`src/rtl/pcm_port_pkg.sv`:
```
package pcm_port_pkg;
  typedef enum logic {
    FMT_COMPANDED = 1'b0,
    FMT_LINEAR    = 1'b1
  } word_fmt_e;

  typedef enum logic {
    SYNC_FROM_PIN     = 1'b0,
    SYNC_FROM_COUNTER = 1'b1
  } sync_src_e;
endpackage

```
`src/rtl/pcm_frame_timer.sv`:
```
module pcm_frame_timer
  import pcm_port_pkg::*;
#(
  parameter int FRAME_TICKS = 256
) (
  input  logic clk,
  input  logic rst_n,
  input  logic bit_tick,
  input  logic sync_internal,
  input  logic fsync_in,
  output logic sync_now,
  output logic fsync_out
);
  localparam int CW = (FRAME_TICKS > 1) ? $clog2(FRAME_TICKS) : 1;
  localparam logic [CW-1:0] LAST = CW'(FRAME_TICKS - 1);

  logic [CW-1:0] tick_cnt;
  sync_src_e     src;

  assign src = sync_src_e'(sync_internal);

  always_ff @(posedge clk or negedge rst_n) begin
    if (!rst_n) begin
      tick_cnt <= '0;
    end else if (bit_tick) begin
      tick_cnt <= (tick_cnt == LAST) ? '0 : tick_cnt + 1'b1;
    end
  end

  always_comb begin
    if (src == SYNC_FROM_COUNTER) sync_now = bit_tick && (tick_cnt == '0);
    else                          sync_now = bit_tick && fsync_in;
  end

  always_ff @(posedge clk or negedge rst_n) begin
    if (!rst_n)        fsync_out <= 1'b0;
    else if (bit_tick) fsync_out <= sync_now;
  end
endmodule

```
`src/rtl/pcm_tx_path.sv`:
```
module pcm_tx_path
  import pcm_port_pkg::*;
#(
  parameter int LIN_W = 15,
  parameter int CMP_W = 8
) (
  input  logic             clk,
  input  logic             rst_n,
  input  logic             bit_tick,
  input  logic             sync_now,
  input  logic             lin_mode,
  input  logic             tx_valid,
  input  logic [LIN_W-1:0] tx_data,
  output logic             tx_ready,
  output logic             tx_out,
  output logic             tx_oe,
  output logic             frame_done
);
  localparam int NW = $clog2(LIN_W + 1);
  localparam int PAD = LIN_W - CMP_W;

  logic             hold_full;
  logic [LIN_W-1:0] hold_word;
  logic [LIN_W-1:0] shreg;
  logic [LIN_W-1:0] load_word;
  logic             busy;
  logic [NW-1:0]    bit_idx;
  logic [NW-1:0]    last_idx;
  logic             accept;
  word_fmt_e        fmt;

  assign fmt      = word_fmt_e'(lin_mode);
  assign tx_ready = !hold_full;
  assign accept   = tx_valid && !hold_full;
  assign tx_out   = busy && shreg[LIN_W-1];
  assign tx_oe    = busy;

  always_comb begin
    logic [LIN_W-1:0] src;
    src = hold_full ? hold_word : '0;
    if (fmt == FMT_LINEAR) load_word = src;
    else                   load_word = {src[CMP_W-1:0], {PAD{1'b0}}};
  end

  always_ff @(posedge clk or negedge rst_n) begin
    if (!rst_n) begin
      hold_full <= 1'b0;
      hold_word <= '0;
    end else begin
      if (sync_now)    hold_full <= accept;
      else if (accept) hold_full <= 1'b1;
      if (accept) hold_word <= tx_data;
    end
  end

  always_ff @(posedge clk or negedge rst_n) begin
    if (!rst_n) begin
      shreg      <= '0;
      busy       <= 1'b0;
      bit_idx    <= '0;
      last_idx   <= '0;
      frame_done <= 1'b0;
    end else begin
      frame_done <= 1'b0;
      if (sync_now) begin
        shreg    <= load_word;
        busy     <= 1'b1;
        bit_idx  <= '0;
        last_idx <= (fmt == FMT_LINEAR) ? NW'(LIN_W - 1) : NW'(CMP_W - 1);
      end else if (bit_tick && busy) begin
        shreg   <= shreg << 1;
        bit_idx <= bit_idx + 1'b1;
        if (bit_idx == last_idx) begin
          busy       <= 1'b0;
          frame_done <= 1'b1;
        end
      end
    end
  end
endmodule

```
`src/rtl/pcm_rx_path.sv`:
```
module pcm_rx_path
  import pcm_port_pkg::*;
#(
  parameter int LIN_W = 15,
  parameter int CMP_W = 8
) (
  input  logic             clk,
  input  logic             rst_n,
  input  logic             bit_tick,
  input  logic             sync_now,
  input  logic             lin_mode,
  input  logic             rx_in,
  output logic             rx_valid,
  output logic [LIN_W-1:0] rx_data
);
  localparam int NW = $clog2(LIN_W + 1);

  logic [LIN_W-1:0] shreg;
  logic             busy;
  logic [NW-1:0]    bit_idx;
  logic [NW-1:0]    last_idx;
  word_fmt_e        fmt;

  assign fmt = word_fmt_e'(lin_mode);

  always_ff @(posedge clk or negedge rst_n) begin
    if (!rst_n) begin
      shreg    <= '0;
      busy     <= 1'b0;
      bit_idx  <= '0;
      last_idx <= '0;
      rx_valid <= 1'b0;
      rx_data  <= '0;
    end else begin
      rx_valid <= 1'b0;
      if (sync_now) begin
        shreg    <= '0;
        busy     <= 1'b1;
        bit_idx  <= '0;
        last_idx <= (fmt == FMT_LINEAR) ? NW'(LIN_W - 1) : NW'(CMP_W - 1);
      end else if (bit_tick && busy) begin
        shreg   <= {shreg[LIN_W-2:0], rx_in};
        bit_idx <= bit_idx + 1'b1;
        if (bit_idx == last_idx) begin
          busy     <= 1'b0;
          rx_valid <= 1'b1;
          rx_data  <= {shreg[LIN_W-2:0], rx_in};
        end
      end
    end
  end
endmodule

```
`src/rtl/pcm_serial_port.sv`:
```
module pcm_serial_port #(
  parameter int LIN_W       = 15,
  parameter int CMP_W       = 8,
  parameter int FRAME_TICKS = 256
) (
  input  logic             clk,
  input  logic             rst_n,
  input  logic             bit_tick,
  input  logic             sync_internal,
  input  logic             fsync_in,
  output logic             fsync_out,
  input  logic             lin_mode,
  input  logic             tx_valid,
  output logic             tx_ready,
  input  logic [LIN_W-1:0] tx_data,
  output logic             tx_out,
  output logic             tx_oe,
  input  logic             rx_in,
  output logic             rx_valid,
  output logic [LIN_W-1:0] rx_data,
  output logic             frame_done
);
  logic sync_now;

  pcm_frame_timer #(.FRAME_TICKS(FRAME_TICKS)) i_timer (
    .clk(clk), .rst_n(rst_n), .bit_tick(bit_tick),
    .sync_internal(sync_internal), .fsync_in(fsync_in),
    .sync_now(sync_now), .fsync_out(fsync_out)
  );

  pcm_tx_path #(.LIN_W(LIN_W), .CMP_W(CMP_W)) i_tx (
    .clk(clk), .rst_n(rst_n), .bit_tick(bit_tick), .sync_now(sync_now),
    .lin_mode(lin_mode), .tx_valid(tx_valid), .tx_data(tx_data),
    .tx_ready(tx_ready), .tx_out(tx_out), .tx_oe(tx_oe),
    .frame_done(frame_done)
  );

  pcm_rx_path #(.LIN_W(LIN_W), .CMP_W(CMP_W)) i_rx (
    .clk(clk), .rst_n(rst_n), .bit_tick(bit_tick), .sync_now(sync_now),
    .lin_mode(lin_mode), .rx_in(rx_in), .rx_valid(rx_valid),
    .rx_data(rx_data)
  );
endmodule

```
`config.mk`:
```
export PLATFORM = sky130hd
export DESIGN_NAME = pcm_serial_port
export DESIGN_NICKNAME = d
export VERILOG_FILES = /design/src/rtl/pcm_port_pkg.sv /design/src/rtl/pcm_frame_timer.sv /design/src/rtl/pcm_tx_path.sv /design/src/rtl/pcm_rx_path.sv /design/src/rtl/pcm_serial_port.sv
export SDC_FILE = /design/constraint.sdc
export NUM_CORES = 1
export LEC_CHECK = 0
export ABC_AREA = 1
export BUFFER_PORTS_ARGS = -buffer_cell sky130_fd_sc_hd__buf_2
export CELL_PAD_IN_SITES_DETAIL_PLACEMENT = 0
export CELL_PAD_IN_SITES_GLOBAL_PLACEMENT = 1
export CORE_MARGIN = 2
export CORE_UTILIZATION = 49
export CTS_BUF_LIST = sky130_fd_sc_hd__clkbuf_4 sky130_fd_sc_hd__clkbuf_8
export CTS_CLUSTER_SIZE = 16
export DETAILED_ROUTE_END_ITERATION = 8
export GPL_ROUTABILITY_DRIVEN = 0
export GPL_TIMING_DRIVEN = 0
export HOLD_SLACK_MARGIN = 0.08
export PLACE_DENSITY_LB_ADDON = 0.25
export SYNTH_ARGS = -nofsm -noshare
export SYNTH_HDL_FRONTEND = slang
export SYNTH_SLANG_ARGS = --single-unit
```
`constraint.sdc`:
```
create_clock -name clk -period 4.6 [get_ports clk]
set_clock_uncertainty 0.15 [all_clocks]
set_input_delay 0.69 -clock clk [delete_from_list [all_inputs] [get_ports clk]]
set_output_delay 0.69 -clock clk [all_outputs]
set_load 0.005 [all_outputs]
```
# Word-level counts from Yosys, hierarchy flattened
# Cells that the tools add are included.
# op_classes
bitwise	1
n_reduce_logical	16
muxes	27
eq_ne	3
n_addsub	3
# op_table
cell	n
15-bit two-way mux	4
14-bit two-way mux	2
4-bit two-way mux	5
1-bit two-way mux	15
2-bit nonzero test	5
4-bit by 1-bit adder with 4-bit output (second input constant)	2
8-bit by 1-bit adder with 8-bit output (second input constant)	1
4-bit equality test	2
8-bit equality test (second input constant)	1
8-bit logical NOT	1
8-bit two-way mux	1
1-bit logical AND	6
2-bit AND reduction	2
3-bit AND reduction	1
1-bit logical NOT	1
1-bit NOT	1
# totals
regBits	85
output_inout_bits	21
elab_cells	64
in_bits	23

# Logic depth before layout (Yosys ltp)
# Gate-level depths: netlist of the first run.
# depth
ltp_word	5
mapped_depth	11
depth_no_buf	10

# Hierarchy
# A second synthesis of the first run with hierarchy kept.
# unflattened
hier_cells	429
area_unflattened_um2	3965.1
# modules_own_cells
module	instances	cells_each	area_each_um2	seq_area_each_um2
pcm_tx_path	1	189	1843.0	1001.0
pcm_rx_path	1	166	1602.8	950.9
pcm_frame_timer	1	74	519.2	225.2

# Worst setup path after synthesis of the first run
# Ideal clock, no wire load.
# synth_timing
path_kind	input-to-reg
startpoint	in bit_tick
endpoint	reg i_rx.rx_data[12]
required_ns	4.334
n_path_buf	2
slack_ns	2.868
stages	7
arrival_ns	1.465
path_cell_list	buf_4 > inv_2 > nor2_8 > nand2_4 > buf_4 > nand3_1 > nand2_1
# synth_between
elab_chain_len	4
elab_cells_between_ends	6
# synth_lines
item	line	text
start: declaration	pcm_serial_port.sv:8	input logic bit_tick,
1-bit logical AND (on tied branches)	pcm_frame_timer.sv:32, pcm_frame_timer.sv:31	
1-bit two-way mux	pcm_frame_timer.sv:31	if (src == SYNC_FROM_COUNTER) sync_now = bit_tick && (tick_cnt == '0);
1-bit NOT (no source line)	-	
3-bit AND reduction (no source line) (*)	-	
end signal: assignment	pcm_rx_path.sv:47	rx_data <= {shreg[LIN_W-2:0], rx_in};
end: declaration	pcm_rx_path.sv:14	output logic [LIN_W-1:0] rx_data
# Every way passes the cells marked *; elsewhere a longest branch is shown, timed or not.
# A chain may end at the register's enable or synchronous reset.

# Worst setup path in the final report of the first run
# layout_timing
startpoint	reg i_tx.hold_full
endpoint	out tx_ready
# layout_between
elab_chain_len	1
# layout_lines
item	line	text
start: declaration	pcm_tx_path.sv:22	logic hold_full;
start signal: assignment	pcm_tx_path.sv:50	if (sync_now) hold_full <= accept;
1-bit logical NOT	pcm_tx_path.sv:33	assign tx_ready = !hold_full;
end: declaration	pcm_serial_port.sv:14	output logic tx_ready,
# No other way between the ends.

==> flow_summary.yaml, run 1 <==
clock_network:
  postCtsSetupBuffers: 0
  clock-root-buffer: "clkbuf_8"
  cts_tree: "yes"
  cts_buffer_depth: 2
  cts.sinks: 84
  numCtsBuffers: 9
  clk_pin_slew_ns: 0.09
  cts_resized: 0
  clk_latency_ns: 0.35
  cts_max_level: 3
  cts_hold_buf: 1
power:
  power_w: 0.002344
  power.leakage_nw: 2.380
  power_density_nw_per_um2: 511.4
  vdd.ir_drop.worst_mv: 0.2408
timing:
  worstMarginPinSlew_ns: 0.5086
  relSlewSlack: 0.6609
  fin_crit_sh: 0.4156
  slew_violations: 0
  setup_tns_ns: 0
  setup_viol: 0
  fin_crit_ns: 1.912
  whs_ns: 0.3221
  clock.fmax_mhz: 523.1
  hold_viol_final: 0
  grt_setup_unrepaired: "no"
floorplanning:
  core_area_sq_um: 7807
  dieHeight_microns: 94.44
  die-area_sq_um: 8918
  die_w_microns: 94.44
  rows: 32
  start_util: 0.5133
  pin_count: 44
yosys:
  syn_area_per_cell_sq_um: 8.618
  synth_cell_types: 29
  synth_nets: 492
  synth.cell_area_sq_um: 4008
  synth-seq-cells: 84
  synth_area_leaders: "dfrtp_1 (52%), nand2_1 (15%), nand3_1 (5.0%)"
  syn_inst: 465
  ys_warn_count: 0
  ys_seq_area_frac: 0.5245
  synth.largest_area_cell: "dfrtp_1"
  synth_top_area_frac: 0.5245
setup_path:
  cp.arrival_ns: 1.07
  r2r-start: "i_timer.tick_cnt[0]$_DFFE_PN0P_"
  endpoint_kind: "primary output"
  startpoint_type: "flop"
  reg2reg_setup_slack_ns: 2.85
  worstPathMaxFanout: 10
  crit_required_ns: 3.76
  crit_start: "i_tx.hold_full$_DFFE_PN0P_"
  path_class: "flop to primary output"
detailed_routing:
  finalWirelength_microns: 7881
  wl_per_cell_microns: 12.57
  drc: 0
  first_pass_iters: 4
  num_vias: 3060
  ant_nets: 0
  drt_iter0_drc: 133
  routed_via_density: 4.880
layout:
  syn2layout_area_growth_pct: 14.39
  drive_above_1_share: 0.2057
  fin_nets: 547
  antenna_cells: 0
  n_fill_cell: 762
  register_area_sq_um: 2102
  multiInputGateArea_sq_um: 1658
grt:
  grt-ovfl-total: 0
  first_global_vias: 2933
  grt_max_degree: 66
  antenna_found_initial: 0
  track_usage: 0.1948
  grt_pass1_wl_microns: 13560
run_status:
  status: "completed"
place:
  numPortBuffers: 42
  dp_hpwl_microns: 5662
min_path:
  min_from: "i_rx.rx_data[7]$_DFFE_PN0P_"
  min_path_type: "flop to flop"
run:
  max_cap_violations: 0
[stage by stage]
stage | utilization | area, sq um | setup slack [ns] | std cells
2_1_floorplan | - | 4008 | 2.868 | 465
3_3_place_gp | 0.5566 | 4345 | 2.009 | 609
3_5_place_dp | 0.5604 | 4375 | 2.623 | 610
4_1_cts | 0.5872 | 4584 | 2.663 | 627
5_1_grt | 0.5872 | 4584 | 2.634 | 627
6_report | 0.5872 | 4584 | 2.688 | 627
[synthesized netlist by cell type]
library cell	count
nor3_1	2
nor2_4	2
nand2_4	3
buf_6	3
nor2_2	2
o21ai_1	9
nand3_1	40
clkinv_1	1
nand3_4	1
nand4_1	2
xor2_1	6
o21ai_0	10
buf_4	8
nor3b_1	2
inv_1	27
clkbuf_1	2
nor2_8	2
ha_1	4
mux2_2	15
o21bai_1	1
buf_2	3
inv_2	6
nand2_2	4
nand2_1	159
xnor2_1	4
a21oi_1	24
dfrtp_1	84
buf_1	1
nor2_1	38
[cell families after synthesis]
kind of cell,share of synthesized area
DFF,0.5245
xor gates and xnor gates,0.02185
buffers and inverters,0.06182
and+or+nand+nor,0.2816
AOI/OAI and AO/OA,0.05557
muxes,0.04215
adders and majority gates,0.01249
[layer usage]
| layer | GRT usage | wire [microns] | up-vias |
|---|---|---|---|
| li1 | - | - | 1587 |
| met1 | 0.2588 | 3686 | 1419 |
| met2 | 0.3280 | 3851 | 47 |
| met3 | 0.03113 | 242 | 7 |
| met4 | 0.06401 | 100 | 0 |
| met5 | 0 | 0 | - |
[cell type report]
type	instances	area share
Buffer	17	0.02620
Clock buffer	9	0.02702
Clock inverter	7	0.01638
Inverter	34	0.02784
Multi-Input combinational cell	330	0.3616
Sequential cell	84	0.4585
Tap cell	102	0.02784
Timing Repair Buffer	44	0.05459
[power by group]
group	internal, W	leakage (nW)	switching (W)
registers	0.000974	1.05	0.000170
logic	0.000305	1.24	0.000367
clock network	0.000254	0.0923	0.000275
total	0.00153	2.38	0.000812
[flip-flops by register name, indices dropped and copies added, names as in the netlist, 3 cells and up]
name              cells
i_rx.rx_data         15
i_tx.hold_word       15
i_tx.shreg           15
i_rx.shreg           14
i_timer.tick_cnt      8
i_rx.bit_idx          4
i_tx.bit_idx          4
i_rx.last_idx         3
[worst paths after layout]
check                                                  end  cells past startpoint
max                                               tx_ready                      3
min                            i_rx.rx_data[7]$_DFFE_PN0P_                      2
max reg2reg                   i_rx.rx_data[11]$_DFFE_PN0P_                     11
min reg2reg                    i_rx.rx_data[7]$_DFFE_PN0P_                      2
max in group asynchronous    i_tx.hold_word[7]$_DFFE_PN0P_                      3
min in group asynchronous  i_timer.tick_cnt[3]$_DFFE_PN0P_                      2
[placed cells by master (no fill, tap or decap), types with 3 or more instances in the layout]
master      instances
o21ai_0            10
buf_4               9
xnor2_1             4
o21ai_1             9
a21oi_1            24
clkbuf_8            9
buf_2              44
mux2_2             15
nand2_1           159
inv_2               6
clkinvlp_4          3
ha_1                4
buf_6               3
dfrtp_1            84
inv_1              27
nand2_4             3
xor2_1              6
nor2_1             38
nand2_2             4
nand3_1            40
[worst max-delay path: stages (launching register included)]
cell and delay (ns):
dfrtp_1 0.36, buf_2 0.17, inv_2 0.08, buf_2 0.11
(Power assumes the default switching activity.)
==> run 2, diff against run 1 <==
Settings changed: CORE_UTILIZATION 49 to 41.
Clock period 4.6 ns to 1.7 ns, I/O delays scaled along.
==> run 2 against run 1 <==
Count of clock-buffer cells in the layout is 2 higher. Hold slack worse by 0.16 ns. Worst setup slack worse by 2.7 ns. Critical path depth is 8 higher. The run now ends with negative setup slack left. Register-to-register slack worse by 2.9 ns. Cell area is 10% higher. Sequential share of layout area is 4.3 points lower.
==> flow_summary.yaml, run 2 (synthesis gave the netlist of run 1 again) <==
setup_path:
  cp-endpoint: "i_tx.shreg[6]$_DFFE_PN0P_"
  critical_path_cell_count: 11
  reg2reg_setup_slack_ns: -0.03
  path_cells: "inv_2 > ha_4 > nand2_2 > clkinv_2 > nand2_2 > nor2_4 > nor2_4 > buf_12 > nor2_8 > clkbuf_16 > o21ai_1"
  crit_start: "i_timer.tick_cnt[1]$_DFFE_PN0P_"
  r2r-start: "i_timer.tick_cnt[1]$_DFFE_PN0P_"
  critPathBufInv: 4
  cpLargestDelayFamily: "buffers and inverters"
  path_class: "flop to flop"
  reg2reg_to: "i_tx.shreg[6]$_DFFE_PN0P_"
  startpoint_type: "flop"
  slowest_stage: "dfrtp_1"
  crit_required_ns: 1.80
  cp.arrival_ns: 1.83
  worstPathMaxFanout: 7
  critical-path-max-stage-delay_ns: 0.39
  reg2reg_depth: 11
  endpoint_kind: "flop"
clock_network:
  cts_tree: "yes"
  cts_max_level: 3
  cts.sinks: 84
  numCtsBuffers: 9
  clk_pin_slew_ns: 0.08
  clock-root-buffer: "clkbuf_8"
  clk_latency_ns: 0.36
  cts_buffer_depth: 2
layout:
  antenna_cells: 0
  reg.largest.list: "i_rx.rx_data (15), i_tx.hold_word (15), i_tx.shreg (15)"
  fin_nets: 573
  syn2layout_area_growth_pct: 26.10
  final_common_cell: "nand2_1"
  drive_above_1_share: 0.2618
  n_fill_cell: 967
  fin_util: 0.5243
  register_area_sq_um: 2102
  multiInputGateArea_sq_um: 1774
  stdcell_count: 683
  layout_common_cells: "nand2_1 (154), dfrtp_1 (84), buf_2 (42), nand3_1 (40), nor2_1 (36)"
timing:
  slew_violations: 0
  layout_setup_ws_ns: -0.03220
  relSlewSlack: 0.6833
  whs_ns: 0.1612
  hold_viol_final: 0
  clock.fmax_mhz: 577.3
  fin_crit_sh: 1.019
  worstMarginPinSlew_ns: 0.4750
  fin_crit_ns: 1.732
  setup_viol: 5
  grt_setup_unrepaired: "yes"
detailed_routing:
  num_vias: 3194
  ant_nets: 0
  wl_per_cell_microns: 12.81
  routed_via_density: 4.676
  drc: 0
  drt_iter0_drc: 110
  finalWirelength_microns: 8752
  first_pass_iters: 4
floorplanning:
  die-area_sq_um: 10580
  die_w_microns: 102.9
  pin_count: 44
  dieHeight_microns: 102.9
  rows: 36
  start_util: 0.4158
  core_area_sq_um: 9639
power:
  p_clk_frac: 0.236
  p_int_w: 0.004452
  swShare: 0.3362
  power.leakage_nw: 2.538
  vdd.ir_drop.worst_mv: 0.8235
  power_density_nw_per_um2: 1327
  combinationalPowerShare: 0.302
  pwr-share-seq: 0.462
  power_switching_w: 0.002254
place:
  dp_cells: 641
  dp_hpwl_microns: 5883
  pre_cts_slack_ns: -0.07593
  numPortBuffers: 42
run:
  max_cap_violations: 0
grt:
  grt-ovfl-total: 0
  first_global_vias: 3168
  grt_pass1_wl_microns: 14810
  antenna_found_initial: 0
  grt_max_degree: 51
  track_usage: 0.1840
run_status:
  status: "complete, but fails checks"
  violations: "negative setup slack"
min_path:
  min_path_type: "input pin to flop"
-- run 2: worst min path at each step --
stage | to | slack, ns | depth (start not counted) | start
floorplan | i_rx.bit_idx[0]$_DFFE_PN0P_ | -0.19 | 0 | rst_n
global placement | i_rx.rx_data[4]$_DFFE_PN0P_ | 0.30 | 2 | i_rx.rx_data[4]$_DFFE_PN0P_
detailed placement | i_rx.rx_valid$_DFF_PN0_ | 0.09 | 1 | rst_n
CTS | i_rx.last_idx[3]$_DFFE_PN0P_ | 0.15 | 3 | lin_mode
global route | i_tx.hold_word[4]$_DFFE_PN0P_ | 0.19 | 3 | tx_valid
finish | i_rx.last_idx[3]$_DFFE_PN0P_ | 0.16 | 3 | lin_mode
-- run 2: layout make-up --
cell class,instances,area share
Clock inverter,4,0.01461
Multi-Input combinational cell,331,0.3511
Clock buffer,11,0.02872
Timing Repair Buffer,70,0.1065
Inverter,34,0.02550
Buffer,16,0.02476
Sequential cell,84,0.4159
Tap cell,133,0.03293
-- run 2: power by group through the flow --
stage	clock, W	combinational [W]	sequential (W)
floorplan	0	0.00140	0.00303
global placement	0	0.00179	0.00312
detailed placement	0	0.00184	0.00314
CTS	0.00163	0.00202	0.00310
global route	0.00170	0.00235	0.00319
finish	0.00159	0.00202	0.00310
-- run 2: tightest hold or removal path: stages --
cell     delay, ns
buf_2         0.10
inv_1         0.12
o21ai_1       0.15
-- run 2: through the flow --
| step | TNS, ns | power, W | area [sq um] |
|---|---|---|---|
| floorplan | 0 | 0.004431 | 4008 |
| global route | -3.594 | 0.007247 | 5054 |
| global placement | -41.91 | 0.004911 | 4384 |
| detailed placement | -0.6286 | 0.004982 | 4414 |
| CTS | -1.676 | 0.006759 | 5029 |
| finish | -0.09849 | 0.006706 | 5054 |
-- run 2: metal layers --
metal / vias to the layer above / routed length, microns / global-route usage
li1: 1641 / - / -
met1: 1484 / 4053 / 0.2412
met2: 53 / 4287 / 0.3027
met3: 16 / 193 / 0.02644
met4: 0 / 218 / 0.08704
met5: - / 0 / 0
-- run 2: what timing repair did --
item                                   in CTS  in global routing
endpoints found under the hold margin      52                  0
gates cloned                                3                  1
buffers inserted                            6                  0
setup endpoints to repair                  46                 56
pin swaps                                   6                  2
gates resized for setup                    36                  7
hold buffers                               18                  0
==> run 3, diff against run 2 <==
Settings changed: CORE_UTILIZATION 41 to 40.
==> run 3 against run 2 <==
The run now ends clean. First-iteration DRC count is 2.7% higher. Count of clock-buffer cells in the layout is 1 higher. Power is 5.1% higher. Critical endpoint is now i_rx.rx_data[9]$_DFFE_PN0P_. Critical path depth stayed put. Clock power is 21% higher. Die area is 2.4% higher. Utilization is 0.28 points lower. Largest cell class unchanged. Non-clock buffer count is 3 higher. Global-route usage is 1.0 points lower. Combinational power hardly changed. Via count is 1.5% higher.
==> flow_summary.yaml, run 3 (synthesis gave the netlist of run 1 again) <==
power:
  p_clk_frac: 0.272
  vdd.ir_drop.worst_mv: 0.6652
  power_switching_w: 0.002266
  combinationalPowerShare: 0.286
  power_w: 0.007051
  swShare: 0.3213
  pwr-share-seq: 0.442
  p_int_w: 0.004785
  power_density_nw_per_um2: 1390
  power.leakage_nw: 2.582
layout:
  final_area_sq_um: 5074
  final_common_cell: "nand2_1"
  fin_util: 0.5215
  antenna_cells: 0
  syn2layout_area_growth_pct: 26.60
  drive_above_1_share: 0.2514
  reg.largest.list: "i_rx.rx_data (15), i_tx.hold_word (15), i_tx.shreg (15)"
  fin_nets: 575
  layout_common_cells: "nand2_1 (148), dfrtp_1 (84), buf_2 (42), nand3_1 (40), nor2_1 (36)"
run:
  max_cap_violations: 0
clock_network:
  clk_latency_ns: 0.36
  numCtsBuffers: 9
  cts_buffer_depth: 2
  cts_tree: "yes"
  clk_pin_slew_ns: 0.09
  clock-root-buffer: "clkbuf_8"
  cts_max_level: 3
  cts.sinks: 84
grt:
  grt_pass1_wl_microns: 15040
  grt-ovfl-total: 0
  track_usage: 0.1736
  first_global_vias: 3211
  antenna_found_initial: 0
  grt_max_degree: 47
floorplanning:
  start_util: 0.4119
  rows: 36
  dieHeight_microns: 104.1
  core_area_sq_um: 9729
  pin_count: 44
  die-area_sq_um: 10840
  die_w_microns: 104.1
timing:
  setup_viol: 0
  slew_violations: 0
  fin_crit_sh: 0.9645
  relSlewSlack: 0.6387
  fin_crit_ns: 1.640
  clock.fmax_mhz: 609.9
  worstMarginPinSlew_ns: 0.5420
  layout_setup_ws_ns: 0.06043
  grt_setup_unrepaired: "yes"
  hold_viol_final: 0
  whs_ns: 0.1582
setup_path:
  endpoint_kind: "flop"
  crit_required_ns: 1.81
  reg2reg_to: "i_rx.rx_data[9]$_DFFE_PN0P_"
  startpoint_type: "flop"
  reg2reg_depth: 11
  cp.arrival_ns: 1.75
  worstPathMaxFanout: 6
  r2r-start: "i_timer.tick_cnt[1]$_DFFE_PN0P_"
  reg2reg_setup_slack_ns: 0.06
  slowest_stage: "dfrtp_1"
  path_class: "flop to flop"
  critical-path-max-stage-delay_ns: 0.37
  path_cells: "inv_2 > ha_4 > nand2_2 > inv_2 > nand2_2 > nor2_2 > nor2_4 > nand3_4 > buf_6 > nand2_1 > nand2_1"
detailed_routing:
  ant_nets: 0
  finalWirelength_microns: 8663
  num_vias: 3242
  routed_via_density: 4.726
  wl_per_cell_microns: 12.63
  drc: 0
  drt_iter0_drc: 113
  first_pass_iters: 4
place:
  pre_cts_slack_ns: -0.06173
  numPortBuffers: 42
  placement.cell_area_sq_um: 4414
  dp_hpwl_microns: 6005
min_path:
  min_path_type: "input pin to flop"
  min_from: "lin_mode"
  hold_depth: 3
  min_to: "i_rx.last_idx[3]$_DFFE_PN0P_"
run_status:
  status: "completed"
run 3: changes by cell type in the layout (fill, tap and decap cells not counted), sizes merged:
| cell | previous run | this run |
|---|---|---|
| clkbuf | 15 | 17 |
| clkinv | 3 | 0 |
| nand3 | 42 | 41 |
| buf | 64 | 66 |
| bufinv | 2 | 4 |
| inv | 33 | 34 |
run 3: per-stage QoR:
step | instances | TNS, ns
floorplan | 465 | 0
CTS | 681 | 0
global placement | 640 | -44.28
detailed placement | 641 | -0.7545
global route | 686 | -0.4295
finish | 686 | 0
run 3: layout make-up:
cell class / instances / area [sq um]
fillers: 971 / 4656
multi-input cells: 330 / 1723
plain buffers: 17 / 146.4
repair buffers: 72 / 530.5
flip-flops and latches: 84 / 2102
inverters: 34 / 132.6
well taps: 133 / 166.4
clock inverters: 4 / 120.1
clock buffers: 12 / 152.6
run 3: worst max-delay path by stage:
stage / end / from / slack (ns)
final: i_rx.rx_data[9]$_DFFE_PN0P_ / i_timer.tick_cnt[1]$_DFFE_PN0P_ / 0.06
after global routing: i_rx.rx_data[11]$_DFFE_PN0P_ / i_timer.tick_cnt[0]$_DFFE_PN0P_ / -0.04
after CTS: i_rx.rx_data[11]$_DFFE_PN0P_ / i_timer.tick_cnt[0]$_DFFE_PN0P_ / 0.002
after detailed placement: i_rx.rx_data[11]$_DFFE_PN0P_ / i_timer.tick_cnt[0]$_DFFE_PN0P_ / -0.06
after global placement: i_rx.rx_valid$_DFF_PN0_ / rst_n / -0.53
after floorplan: i_rx.rx_data[10]$_DFFE_PN0P_ / i_timer.tick_cnt[0]$_DFFE_PN0P_ / 0.10
run 3: repair_timing:
| item | 4_1_cts | 5_1_grt |
|---|---|---|
| gates resized for setup | 7 | 33 |
| endpoints found under the hold margin | 56 | 0 |
| pin swaps | 4 | 6 |
| hold buffers | 18 | 0 |
| setup buffers | 5 | 5 |
| cloned | 1 | 0 |
| endpoints found under the setup margin | 48 | 55 |
run 3: layer usage:
metal,global-route usage,vias to the layer above,part of all wire
li1,-,1641,-
met1,0.2213,1512,0.46
met2,0.2923,69,0.49
met3,0.03383,20,0.034
met4,0.06660,0,0.023
met5,0,-,0
run 3: worst max-delay path: cells and delay by family, from the launching register on:
kind	cells	cell delay, ns
and+or+nand+nor	7	0.58
DFF	1	0.37
buffers and inverters	3	0.27
adders and majority gates	1	0.16
run 3: power by group through the flow:
stage | logic (W) | registers (W) | clock network [W]
2_1_floorplan | 0.00140 | 0.00303 | 0
3_5_place_dp | 0.00185 | 0.00315 | 0
4_1_cts | 0.00194 | 0.00311 | 0.00196
6_report | 0.00202 | 0.00311 | 0.00192
3_3_place_gp | 0.00180 | 0.00312 | 0
5_1_grt | 0.00235 | 0.00320 | 0.00203
